$ cat src/rtl/sb_pkg.sv
// Shared helpers for the scoreboard controller.
// Assumes: all widths are derived from element counts through sb_idx_w.
package sb_pkg;

    // Index width needed to number n items, never below one bit.
    function automatic int sb_idx_w(input int n);
        return (n <= 2) ? 1 : $clog2(n);
    endfunction

endpackage

$ cat src/rtl/sb_prio_pick.sv
// Fixed-priority picker: grants the lowest-indexed active request.
// Assumes: any request pattern; the result is one-hot or zero.
module sb_prio_pick #(
    parameter int N = 4
) (
    input  logic [N-1:0] req,
    output logic [N-1:0] gnt
);

    // Isolate the lowest set bit of the request vector.
    always_comb begin
        gnt = req & (~req + N'(1));
    end

endmodule

$ cat src/rtl/sb_reg_status.sv
// Register result status: for each register, the code of the unit that
// will write it, or NONE_CODE. Three combinational lookups serve issue.
// Assumes: a clear and a set never target the same register in one cycle
// (issue stalls on a pending writer); the set wins if they ever do.
module sb_reg_status #(
    parameter int NUM_REG   = 32,
    parameter int RW        = 5,
    parameter int FUW       = 3,
    parameter int NONE_CODE = 4
) (
    input  logic           clk,
    input  logic           rst_n,
    input  logic           set_en,
    input  logic [RW-1:0]  set_reg,
    input  logic [FUW-1:0] set_code,
    input  logic           clr_en,
    input  logic [RW-1:0]  clr_reg,
    input  logic [RW-1:0]  look_a,
    input  logic [RW-1:0]  look_b,
    input  logic [RW-1:0]  look_d,
    output logic [FUW-1:0] code_a,
    output logic [FUW-1:0] code_b,
    output logic [FUW-1:0] code_d
);

    localparam logic [FUW-1:0] NONE = FUW'(NONE_CODE);

    logic [FUW-1:0] owner [NUM_REG];

    // Record pending writers on issue and release them on write grant.
    always_ff @(posedge clk) begin
        if (!rst_n) begin
            for (int r = 0; r < NUM_REG; r++) owner[r] <= NONE;
        end else begin
            if (clr_en) owner[clr_reg] <= NONE;
            if (set_en) owner[set_reg] <= set_code;
        end
    end

    // Lookups for both sources and the destination of the presented instruction.
    always_comb begin
        code_a = owner[look_a];
        code_b = owner[look_b];
        code_d = owner[look_d];
    end

endmodule

$ cat src/rtl/sb_fu_slot.sv
// Status record of one functional unit: busy, operation, destination,
// sources, producer codes and ready flags, plus step progress flags.
// Assumes: issue_we only when the unit is free; wr_take only when the
// unit asked to write; producer codes at issue are already resolved
// against a write granted in the same cycle.
module sb_fu_slot #(
    parameter int RW        = 5,
    parameter int FUW       = 3,
    parameter int OP_W      = 4,
    parameter int NONE_CODE = 4
) (
    input  logic            clk,
    input  logic            rst_n,
    input  logic            issue_we,
    input  logic [OP_W-1:0] issue_op,
    input  logic [RW-1:0]   issue_dst,
    input  logic [RW-1:0]   issue_s1,
    input  logic [RW-1:0]   issue_s2,
    input  logic [FUW-1:0]  issue_q1,
    input  logic [FUW-1:0]  issue_q2,
    input  logic            rd_take,
    input  logic            ex_done,
    input  logic            wr_take,
    input  logic            wr_any,
    input  logic [FUW-1:0]  wr_code,
    output logic            busy,
    output logic [OP_W-1:0] op,
    output logic [RW-1:0]   fi,
    output logic [RW-1:0]   fj,
    output logic [RW-1:0]   fk,
    output logic            rj,
    output logic            rk,
    output logic            rd_ready,
    output logic            wr_ready
);

    localparam logic [FUW-1:0] NONE = FUW'(NONE_CODE);

    logic [FUW-1:0] qj, qk;
    logic           read_seen, exec_seen;

    // Advance the unit through issue, operand read, completion and write.
    always_ff @(posedge clk) begin
        if (!rst_n) begin
            busy      <= 1'b0;
            op        <= '0;
            fi        <= '0;
            fj        <= '0;
            fk        <= '0;
            qj        <= NONE;
            qk        <= NONE;
            rj        <= 1'b0;
            rk        <= 1'b0;
            read_seen <= 1'b0;
            exec_seen <= 1'b0;
        end else if (issue_we) begin
            busy      <= 1'b1;
            op        <= issue_op;
            fi        <= issue_dst;
            fj        <= issue_s1;
            fk        <= issue_s2;
            qj        <= issue_q1;
            qk        <= issue_q2;
            rj        <= (issue_q1 == NONE);
            rk        <= (issue_q2 == NONE);
            read_seen <= 1'b0;
            exec_seen <= 1'b0;
        end else if (wr_take) begin
            busy      <= 1'b0;
            qj        <= NONE;
            qk        <= NONE;
            rj        <= 1'b0;
            rk        <= 1'b0;
            read_seen <= 1'b0;
            exec_seen <= 1'b0;
        end else begin
            if (rd_take) begin
                rj        <= 1'b0;
                rk        <= 1'b0;
                read_seen <= 1'b1;
            end else begin
                if (wr_any && (qj == wr_code)) begin
                    rj <= 1'b1;
                    qj <= NONE;
                end
                if (wr_any && (qk == wr_code)) begin
                    rk <= 1'b1;
                    qk <= NONE;
                end
            end
            if (ex_done && busy && read_seen) exec_seen <= 1'b1;
        end
    end

    // Requests toward the read and write arbiters.
    always_comb begin
        rd_ready = busy && !read_seen && rj && rk;
        wr_ready = busy && exec_seen;
    end

endmodule

$ cat src/rtl/sb_ctrl.sv
// Scoreboard controller top: in-order issue with structural and WAW
// stalls, operand read gated on RAW readiness, result write gated on WAR
// freedom. One read grant and one write grant per cycle, lowest unit first.
// Assumes: a unit pulses ex_done only after its read grant; the register
// file is read on rd_gnt and written on wr_gnt outside this block.
module sb_ctrl #(
    parameter int NUM_FU  = 4,
    parameter int NUM_REG = 32,
    parameter int OP_W    = 4,
    localparam int UIW    = sb_pkg::sb_idx_w(NUM_FU),
    localparam int RW     = sb_pkg::sb_idx_w(NUM_REG)
) (
    input  logic                   clk,
    input  logic                   rst_n,
    input  logic                   iss_valid,
    input  logic [UIW-1:0]         iss_unit,
    input  logic [OP_W-1:0]        iss_op,
    input  logic [RW-1:0]          iss_dst,
    input  logic [RW-1:0]          iss_src1,
    input  logic [RW-1:0]          iss_src2,
    output logic                   iss_accept,
    output logic [NUM_FU-1:0]      rd_gnt,
    input  logic [NUM_FU-1:0]      ex_done,
    output logic [NUM_FU-1:0]      wr_gnt,
    output logic [NUM_FU*OP_W-1:0] fu_op
);

    localparam int FUW = sb_pkg::sb_idx_w(NUM_FU + 1);
    localparam logic [FUW-1:0] NONE = FUW'(NUM_FU);

    logic [NUM_FU-1:0] busy, rj, rk, rd_ready, wr_ready, war_free, iss_we;
    logic [OP_W-1:0]   op_q [NUM_FU];
    logic [RW-1:0]     fi [NUM_FU];
    logic [RW-1:0]     fj [NUM_FU];
    logic [RW-1:0]     fk [NUM_FU];
    logic [FUW-1:0]    code_a, code_b, code_d, q_a, q_b, wr_code;
    logic [RW-1:0]     wr_dst;
    logic              wr_any;

    // Encode the single write grant into a unit code and its destination.
    always_comb begin
        wr_code = NONE;
        wr_dst  = '0;
        for (int u = 0; u < NUM_FU; u++) begin
            if (wr_gnt[u]) begin
                wr_code = FUW'(u);
                wr_dst  = fi[u];
            end
        end
        wr_any = |wr_gnt;
    end

    // Issue decision and producer codes, resolved against this cycle's write.
    always_comb begin
        iss_accept = iss_valid && (int'(iss_unit) < NUM_FU) &&
                     !busy[iss_unit] && (code_d == NONE);
        q_a = (wr_any && (code_a == wr_code)) ? NONE : code_a;
        q_b = (wr_any && (code_b == wr_code)) ? NONE : code_b;
        for (int u = 0; u < NUM_FU; u++) begin
            iss_we[u] = iss_accept && (int'(iss_unit) == u);
        end
    end

    // WAR check: a unit may write only if no busy unit still needs the old value.
    always_comb begin
        for (int u = 0; u < NUM_FU; u++) begin
            war_free[u] = 1'b1;
            for (int f = 0; f < NUM_FU; f++) begin
                if (busy[f] && rj[f] && (fj[f] == fi[u])) war_free[u] = 1'b0;
                if (busy[f] && rk[f] && (fk[f] == fi[u])) war_free[u] = 1'b0;
            end
        end
    end

    sb_reg_status #(
        .NUM_REG(NUM_REG), .RW(RW), .FUW(FUW), .NONE_CODE(NUM_FU)
    ) u_regstat (
        .clk(clk), .rst_n(rst_n),
        .set_en(iss_accept), .set_reg(iss_dst), .set_code(FUW'(iss_unit)),
        .clr_en(wr_any), .clr_reg(wr_dst),
        .look_a(iss_src1), .look_b(iss_src2), .look_d(iss_dst),
        .code_a(code_a), .code_b(code_b), .code_d(code_d)
    );

    for (genvar g = 0; g < NUM_FU; g++) begin : g_slot
        sb_fu_slot #(
            .RW(RW), .FUW(FUW), .OP_W(OP_W), .NONE_CODE(NUM_FU)
        ) u_slot (
            .clk(clk), .rst_n(rst_n),
            .issue_we(iss_we[g]), .issue_op(iss_op), .issue_dst(iss_dst),
            .issue_s1(iss_src1), .issue_s2(iss_src2),
            .issue_q1(q_a), .issue_q2(q_b),
            .rd_take(rd_gnt[g]), .ex_done(ex_done[g]), .wr_take(wr_gnt[g]),
            .wr_any(wr_any), .wr_code(wr_code),
            .busy(busy[g]), .op(op_q[g]), .fi(fi[g]), .fj(fj[g]), .fk(fk[g]),
            .rj(rj[g]), .rk(rk[g]),
            .rd_ready(rd_ready[g]), .wr_ready(wr_ready[g])
        );
        assign fu_op[g*OP_W +: OP_W] = op_q[g];
    end

    sb_prio_pick #(.N(NUM_FU)) u_rd_pick (.req(rd_ready), .gnt(rd_gnt));
    sb_prio_pick #(.N(NUM_FU)) u_wr_pick (.req(wr_ready & war_free), .gnt(wr_gnt));

endmodule

$ cat config.mk
export PLATFORM = sky130hd
export DESIGN_NAME = sb_ctrl
export DESIGN_NICKNAME = d
export VERILOG_FILES = /design/src/rtl/sb_pkg.sv /design/src/rtl/sb_prio_pick.sv /design/src/rtl/sb_reg_status.sv /design/src/rtl/sb_fu_slot.sv /design/src/rtl/sb_ctrl.sv
export SDC_FILE = /design/constraint.sdc
export NUM_CORES = 1
export LEC_CHECK = 0
export CORE_MARGIN = 3
export CORE_UTILIZATION = 30
export DETAILED_ROUTE_END_ITERATION = 7
export DONT_BUFFER_PORTS = 1
export HOLD_SLACK_MARGIN = 0.05
export PLACE_DENSITY_LB_ADDON = 0.1
export SETUP_SLACK_MARGIN = 0.3
export SLEW_MARGIN = 5
export SYNTH_ARGS = -nofsm -noshare
export SYNTH_HDL_FRONTEND = slang
export SYNTH_SLANG_ARGS = --single-unit
$ cat constraint.sdc
create_clock -name clk -period 4.6 [get_ports clk]
set_input_delay 0.92 -clock clk [delete_from_list [all_inputs] [get_ports clk]]
set_output_delay 0.92 -clock clk [all_outputs]
set_load 0.05 [all_outputs]
==> impl_metrics.json, run 1 <==
{
  "route.detailed.wl_per_inst_um": 26.3,
  "syn_area_mm2": 0.0136,
  "r2r_start": "g_slot[0].u_slot.fi[2]",
  "hold_path.class": "reg -> reg",
  "syn_area_per_cell_um2": 9.56,
  "maxCapViolCount": 0,
  "synth_edf_count": 64,
  "hold_end": "g_slot[1].u_slot.qk[2]",
  "status": "completed",
  "antenna_found_initial": 1,
  "tns_ps": 0,
  "drive_gt1_share_pct": 15.1,
  "place_inst": 1900,
  "min-delay-start": "g_slot[1].u_slot.qk[2]",
  "cp-start-kind": "register",
  "slowest_stage": "dfxtp_1",
  "setup_viol": 0,
  "clkTransAtPathRegs_ps": 60,
  "final_cells": 1953,
  "r2r_slack_ps": 560,
  "fp.coreArea_mm2": 0.0444,
  "postSynth.asyncResetShare_pct": 0,
  "post-place-ws_ps": 406,
  "yosys_warnings": 0,
  "crit_buf_inv": 3,
  "cts_hold_buf": 0,
  "first_global_vias": 10800,
  "root_buffer": "clkbuf_16",
  "grt.overflow.total": 0,
  "maxSlewViolCount": 0,
  "synthCells": 1418,
  "r2r_end": "g_slot[2].u_slot.qj[2]",
  "track_usage_pct": 21.2,
  "worstPathCellList": "buf_4 > xor2_1 > nor4_1 > nand3_1 > nand4_1 > or3_1 > buf_4 > nand3_1 > clkinvlp_4",
  "cts_inserted_buffers": 29,
  "critPathMaxFanout": 10,
  "yosysMostFrequentCell": "nor2_1",
  "routed-via-count": 11000,
  "grt_max_degree": 60,
  "path_delay_family": "simple AND/OR/NAND/NOR gates",
  "io_pins": 53,
  "fin_nets": 1369,
  "cts-htree-levels": 1,
  "netlist_top_cells_area": "dfxtp_1 (22%), edfxtp_1 (14%), mux4_2 (10%)",
  "antennaDiodeCount": 0,
  "wl_um": 51300,
  "rsz0062_at_grt": "false",
  "fin_crit_ps": 4210,
  "period_share_pct": 91.4,
  "die_w_um": 219,
  "clock-sinks": 216,
  "r2r.worst_path.cells": 12,
  "post-synth-top-area-cell": "dfxtp_1",
  "cp-end-kind": "output pin",
  "io_buffers": 0,
  "grt_pass1_wl_um": 75300,
  "row_count": 77,
  "worstSetupPathType": "reg -> out",
  "syn_to_final_growth_pct": 9.48,
  "seq_area_frac_synth_pct": 36.6,
  "worst_pin_slew_ps": 855,
  "finalHoldViolCount": 0,
  "syn_nets": 1446,
  "synth_top_area_share_pct": 22.5,
  "start_util_pct": 30.5,
  "max-vdd-ir-drop_v": 0.000199,
  "min_path_cells": 2,
  "die_area_mm2": 0.0478,
  "ys_seq_elements": 216,
  "max-slew-margin-rel_pct": 42.6,
  "synthDistinctLibCells": 90,
  "worst_slack_ps": 394,
  "viasPerCell": 5.66,
  "post-route-drc-count": 0,
  "route.antenna.remaining_nets": 0,
  "p_leak_uw": 0.00485,
  "ys_top_cells_by_count": "nor2_1 (160), dfxtp_1 (152), nand2_1 (130)",
  "finClkSkew_ps": 22.0,
  "worstPathArrival_ps": 3290,
  "synthFlopType": "dfxtp_1",
  "clk_latency_ps": 580,
  "max_stage_delay_ps": 650,
  "hpwl_um": 35100,
  "clock.fmax_ghz": 0.238,
  "first_iter_violations": 902,
  "first_pass_iters": 5,
  "critical_path_required_ps": 3680,
  "power.density_mw_per_mm2": 321,
  "cts_buffer_depth": 3,
  "place.gp.congestion": 0.867,
  "cts_tree": "yes",
  "die_y_um": 219
}
-- through the flow --
stage,hold slack (ps),total power (uW),util (%),cell area [um2]
3_3_place_gp,449,2650,31.3,13900
5_1_grt,457,4930,33.4,14800
2_1_floorplan,430,2540,-,13600
4_1_cts,437,4810,33.3,14800
3_5_place_dp,457,2650,31.3,13900
6_report,463,4760,33.4,14800
-- timing repair --
action / 4_1_cts / 5_1_grt
pin swaps: 1 / 0
setup endpoints to repair: 1 / 21
buffers inserted: 2 / 0
resized for setup: 1 / 9
-- how the worst max path moves through the flow --
stage / from / endpoint / slack (ps) / depth (start not counted)
after floorplan: iss_dst[1] / u_regstat.owner[12][0] / 430 / 11
after global placement: iss_dst[1] / g_slot[0].u_slot.fi[1] / 420 / 10
after detailed placement: g_slot[3].u_slot.fi[4] / u_regstat.owner[29][1] / 410 / 10
after CTS: g_slot[1].u_slot.fi[3] / u_regstat.owner[29][0] / 380 / 11
after global routing: g_slot[0].u_slot.fi[2] / wr_gnt[2] / 310 / 9
final: g_slot[0].u_slot.fi[2] / wr_gnt[2] / 390 / 9
-- power by group --
| group | switching (uW) | leakage, uW | internal (uW) |
|---|---|---|---|
| logic | 257 | 0.00253 | 237 |
| clock network | 891 | 0.000426 | 1250 |
| registers | 101 | 0.00189 | 2020 |
| total | 1250 | 0.00485 | 3510 |
-- flip-flops by register name, summed over array words and instances (netlist names) --
| name | cells |
|---|---|
| g_slot.u_slot.busy | 4 |
| g_slot.u_slot.exec_seen | 4 |
| g_slot.u_slot.fi | 20 |
| g_slot.u_slot.fj | 20 |
| g_slot.u_slot.fk | 20 |
| g_slot.u_slot.op | 16 |
| g_slot.u_slot.qj | 12 |
| g_slot.u_slot.qk | 12 |
| g_slot.u_slot.read_seen | 4 |
| g_slot.u_slot.rj | 4 |
| g_slot.u_slot.rk | 4 |
| u_regstat.owner | 96 |
-- layer usage --
| metal | GRT usage [%] | wire (um) | up-vias |
|---|---|---|---|
| met5 | 0 | 7 | - |
| met4 | 4.72 | 1200 | 2 |
| met2 | 35.0 | 24300 | 363 |
| met1 | 29.4 | 22700 | 5588 |
| met3 | 3.09 | 3040 | 68 |
| li1 | - | - | 5028 |
-- area by class of cell --
| class | instances | area [um2] |
|---|---|---|
| clock inverters | 7 | 45.0 |
| well taps | 592 | 741 |
| multi-input cells | 1006 | 7660 |
| inverters | 31 | 121 |
| repair buffers | 57 | 453 |
| fillers | 4561 | 29600 |
| clock buffers | 44 | 843 |
| flip-flops and latches | 216 | 4970 |
-- tightest hold or removal path, stage by stage (launching register included) --
cell	delay [ps]
dfxtp_1	310
inv_1	50
a2bb2oi_1	50
-- placed cells by master, fill, tap and decap left out, types with 8 or more instances in the layout --
cell type / instances
o311ai_1: 9
clkbuf_1: 10
a22o_1: 11
nand4_1: 31
xor2_1: 46
nand2b_1: 9
a21oi_1: 58
nor3_1: 27
xnor2_1: 117
mux2i_1: 45
a31oi_1: 22
o32a_1: 13
nor4b_1: 18
clkbuf_16: 30
nor4_1: 19
o221ai_1: 30
nand3_1: 20
buf_4: 55
nand2_1: 130
a32o_1: 8
nor2_1: 160
mux4_2: 63
edfxtp_1: 64
o21ai_0: 19
or3_1: 8
inv_1: 29
dfxtp_1: 145
-- cell families (layout without fill, tap and decap cells) --
kind of cell | count (synthesis) | in the layout | share of synthesized area, %
and+or+nand+nor | 467 | 467 | 16.5
AOI/OAI and AO/OA | 266 | 266 | 15.2
DFF | 216 | 216 | 36.6
buffers and inverters | 196 | 139 | 7.11
xor gates and xnor gates | 163 | 163 | 10.5
muxes | 110 | 110 | 14.0
No activity file was read; power rests on OpenSTA's default activity.
==> inputs of run 2 (changes only) <==
--- a/config.mk
+++ b/config.mk
@@ -6,7 +6,7 @@
 export NUM_CORES = 1
 export LEC_CHECK = 0
 export CORE_MARGIN = 3
-export CORE_UTILIZATION = 30
+export CORE_UTILIZATION = 45
 export DETAILED_ROUTE_END_ITERATION = 7
 export DONT_BUFFER_PORTS = 1
 export HOLD_SLACK_MARGIN = 0.05
==> run 2 against run 1 <==
Clock skew is 3.3 ps higher. Register-to-register slack got worse by 50 ps. Die area decreased by 33%. Utilization is 16 points higher. Sequential cell count is the same. Sequential share of layout area increased by 0.80 points. Sequential power is essentially flat. Critical path type unchanged. Clock-buffer cell count is 10 lower. Largest power group unchanged. Non-clock buffer count fell by 8. Final cell count down 11%. Routed wire length is 12% lower. Critical path depth unchanged.
==> impl_metrics.json, run 2 (same netlist as run 1, synthesis figures left out) <==
{
  "maxCapViolCount": 0,
  "first_pass_iters": 8,
  "route.detailed.wl_per_inst_um": 26.1,
  "mostFrequentLayoutCells": "nor2_1 (160), dfxtp_1 (137), nand2_1 (130)",
  "finalHoldViolCount": 0,
  "cts_buffer_depth": 3,
  "clock_power_share_pct": 45.7,
  "worstPathArrival_ps": 3270,
  "p_int_uw": 3590,
  "max-vdd-ir-drop_v": 0.000273,
  "critPathMaxFanout": 15,
  "first_iter_violations": 1151,
  "fin_crit_ps": 4190,
  "finClkSkew_ps": 25.3,
  "viasPerCell": 6.39,
  "start_util_pct": 46.5,
  "pwr-share-seq_pct": 44.3,
  "io_buffers": 0,
  "dpl_cell_area_mm2": 0.0136,
  "finalInstanceArea_mm2": 0.0145,
  "max_flop_register": "u_regstat.owner",
  "die_area_mm2": 0.0322,
  "final_common_cell": "nor2_1",
  "power.density_mw_per_mm2": 330,
  "cpMostUsedCell": "nand4_1",
  "worstPathCellList": "xnor2_1 > nand4_1 > or3_1 > nand4_1 > or3_1 > buf_4 > nand4_1 > inv_1 > buf_4",
  "worstSetupPathType": "reg -> out",
  "p_leak_uw": 0.00484,
  "grt_max_degree": 71,
  "die_w_um": 180,
  "root_buffer": "clkbuf_16",
  "crit_buf_inv": 3,
  "setup_viol": 0,
  "rsz0062_at_grt": "false",
  "hpwl_um": 31300,
  "tns_ps": 0,
  "slowest_stage": "dfxtp_2",
  "path_delay_family": "simple AND/OR/NAND/NOR gates",
  "cp-end-kind": "output pin",
  "switching_power_uw": 1210,
  "drive_gt1_share_pct": 15.4,
  "cts_inserted_buffers": 27,
  "wl_um": 45300,
  "fin_nets": 1359,
  "hold_path.class": "reg -> reg",
  "worst_pin_slew_ps": 1220,
  "track_usage_pct": 27.3,
  "routed-via-count": 11100,
  "post-route-drc-count": 0,
  "clk_latency_ps": 550,
  "clkTransAtPathRegs_ps": 60,
  "comb_power_share_pct": 10.0,
  "row_count": 62,
  "first_global_vias": 10800,
  "largest_reg_flops": 96,
  "antennaDiodeCount": 0,
  "antenna_found_initial": 1,
  "max-slew-margin-rel_pct": 18.4,
  "fp.coreArea_mm2": 0.0292,
  "clock-sinks": 216,
  "critical_path_required_ps": 3680,
  "cts_tree": "yes",
  "grt.overflow.total": 0,
  "netSwitchingFraction_pct": 25.2,
  "place.gp.congestion": 0.967,
  "clock.fmax_ghz": 0.238,
  "status": "completed",
  "maxSlewViolCount": 0,
  "die_y_um": 180,
  "period_share_pct": 91.2,
  "grt_pass1_wl_um": 69500,
  "cts_setup_buffers": 0,
  "cts-htree-levels": 1,
  "cp-start-kind": "register",
  "syn_to_final_growth_pct": 7.15,
  "io_pins": 53,
  "route.antenna.remaining_nets": 0,
  "max_stage_delay_ps": 580
}
## run 2: cell count changes in the layout (fill, tap and decap cells not counted), sizes merged
cell and delta:
clkbuf -10, buf -8, clkinv +6, bufinv +4, clkinvlp -2, inv +1
## run 2: tightest hold or removal path, delay by kind of cell (launching register included)
kind	cells	cell delay (ps)
compound gates	1	60
buf+inv	1	50
flops	1	310
## run 2: power groups by stage
stage / combinational, uW / clock (uW) / sequential, uW
finish: 480 / 2190 / 2120
global route: 516 / 2310 / 2130
CTS: 477 / 2230 / 2120
detailed placement: 475 / 0 / 2160
global placement: 471 / 0 / 2160
floorplan: 444 / 0 / 2100
## run 2: cell type report
type | count | area [um2]
Clock buffer | 34 | 722
Inverter | 31 | 118
Multi-Input combinational cell | 1006 | 7630
Tap cell | 384 | 480
Clock inverter | 16 | 188
Timing Repair Buffer | 49 | 393
Fill cell | 2743 | 14600
Sequential cell | 216 | 4980
## run 2: repair_timing
item	in CTS	in global routing
hold buffers	0	0
setup endpoints to repair	1	20
gates resized for setup	4	11
## run 2: metal layers
metal	up-vias	GRT usage, %	part of all wire, %
li1	5021	-	-
met1	5477	37.9	43
met2	491	44.6	47
met3	100	3.13	6.3
met4	2	9.44	3.8
met5	-	0	0.024
## run 2: worst paths after layout
kind	startpoint	end	slack [ps]	depth (start not counted)
worst max-delay path	g_slot[0].u_slot.fi[3]	wr_gnt[3]	410	9
worst min-delay path	g_slot[3].u_slot.qj[2]	g_slot[3].u_slot.qj[2]	460	2
worst max register to register	g_slot[0].u_slot.fi[3]	u_regstat.owner[17][0]	510	11
worst min register to register	g_slot[3].u_slot.qj[2]	g_slot[3].u_slot.qj[2]	460	2
## run 2: metrics by stage
step	total power [uW]	utilization (%)	cells	hold slack, ps	setup slack, ps
3_5_place_dp	2640	46.6	1686	448	370
3_3_place_gp	2630	46.6	1686	449	419
2_1_floorplan	2540	-	1418	430	435
4_1_cts	4830	49.7	1736	446	319
5_1_grt	4950	49.8	1736	461	312
6_report	4790	49.8	1736	458	406
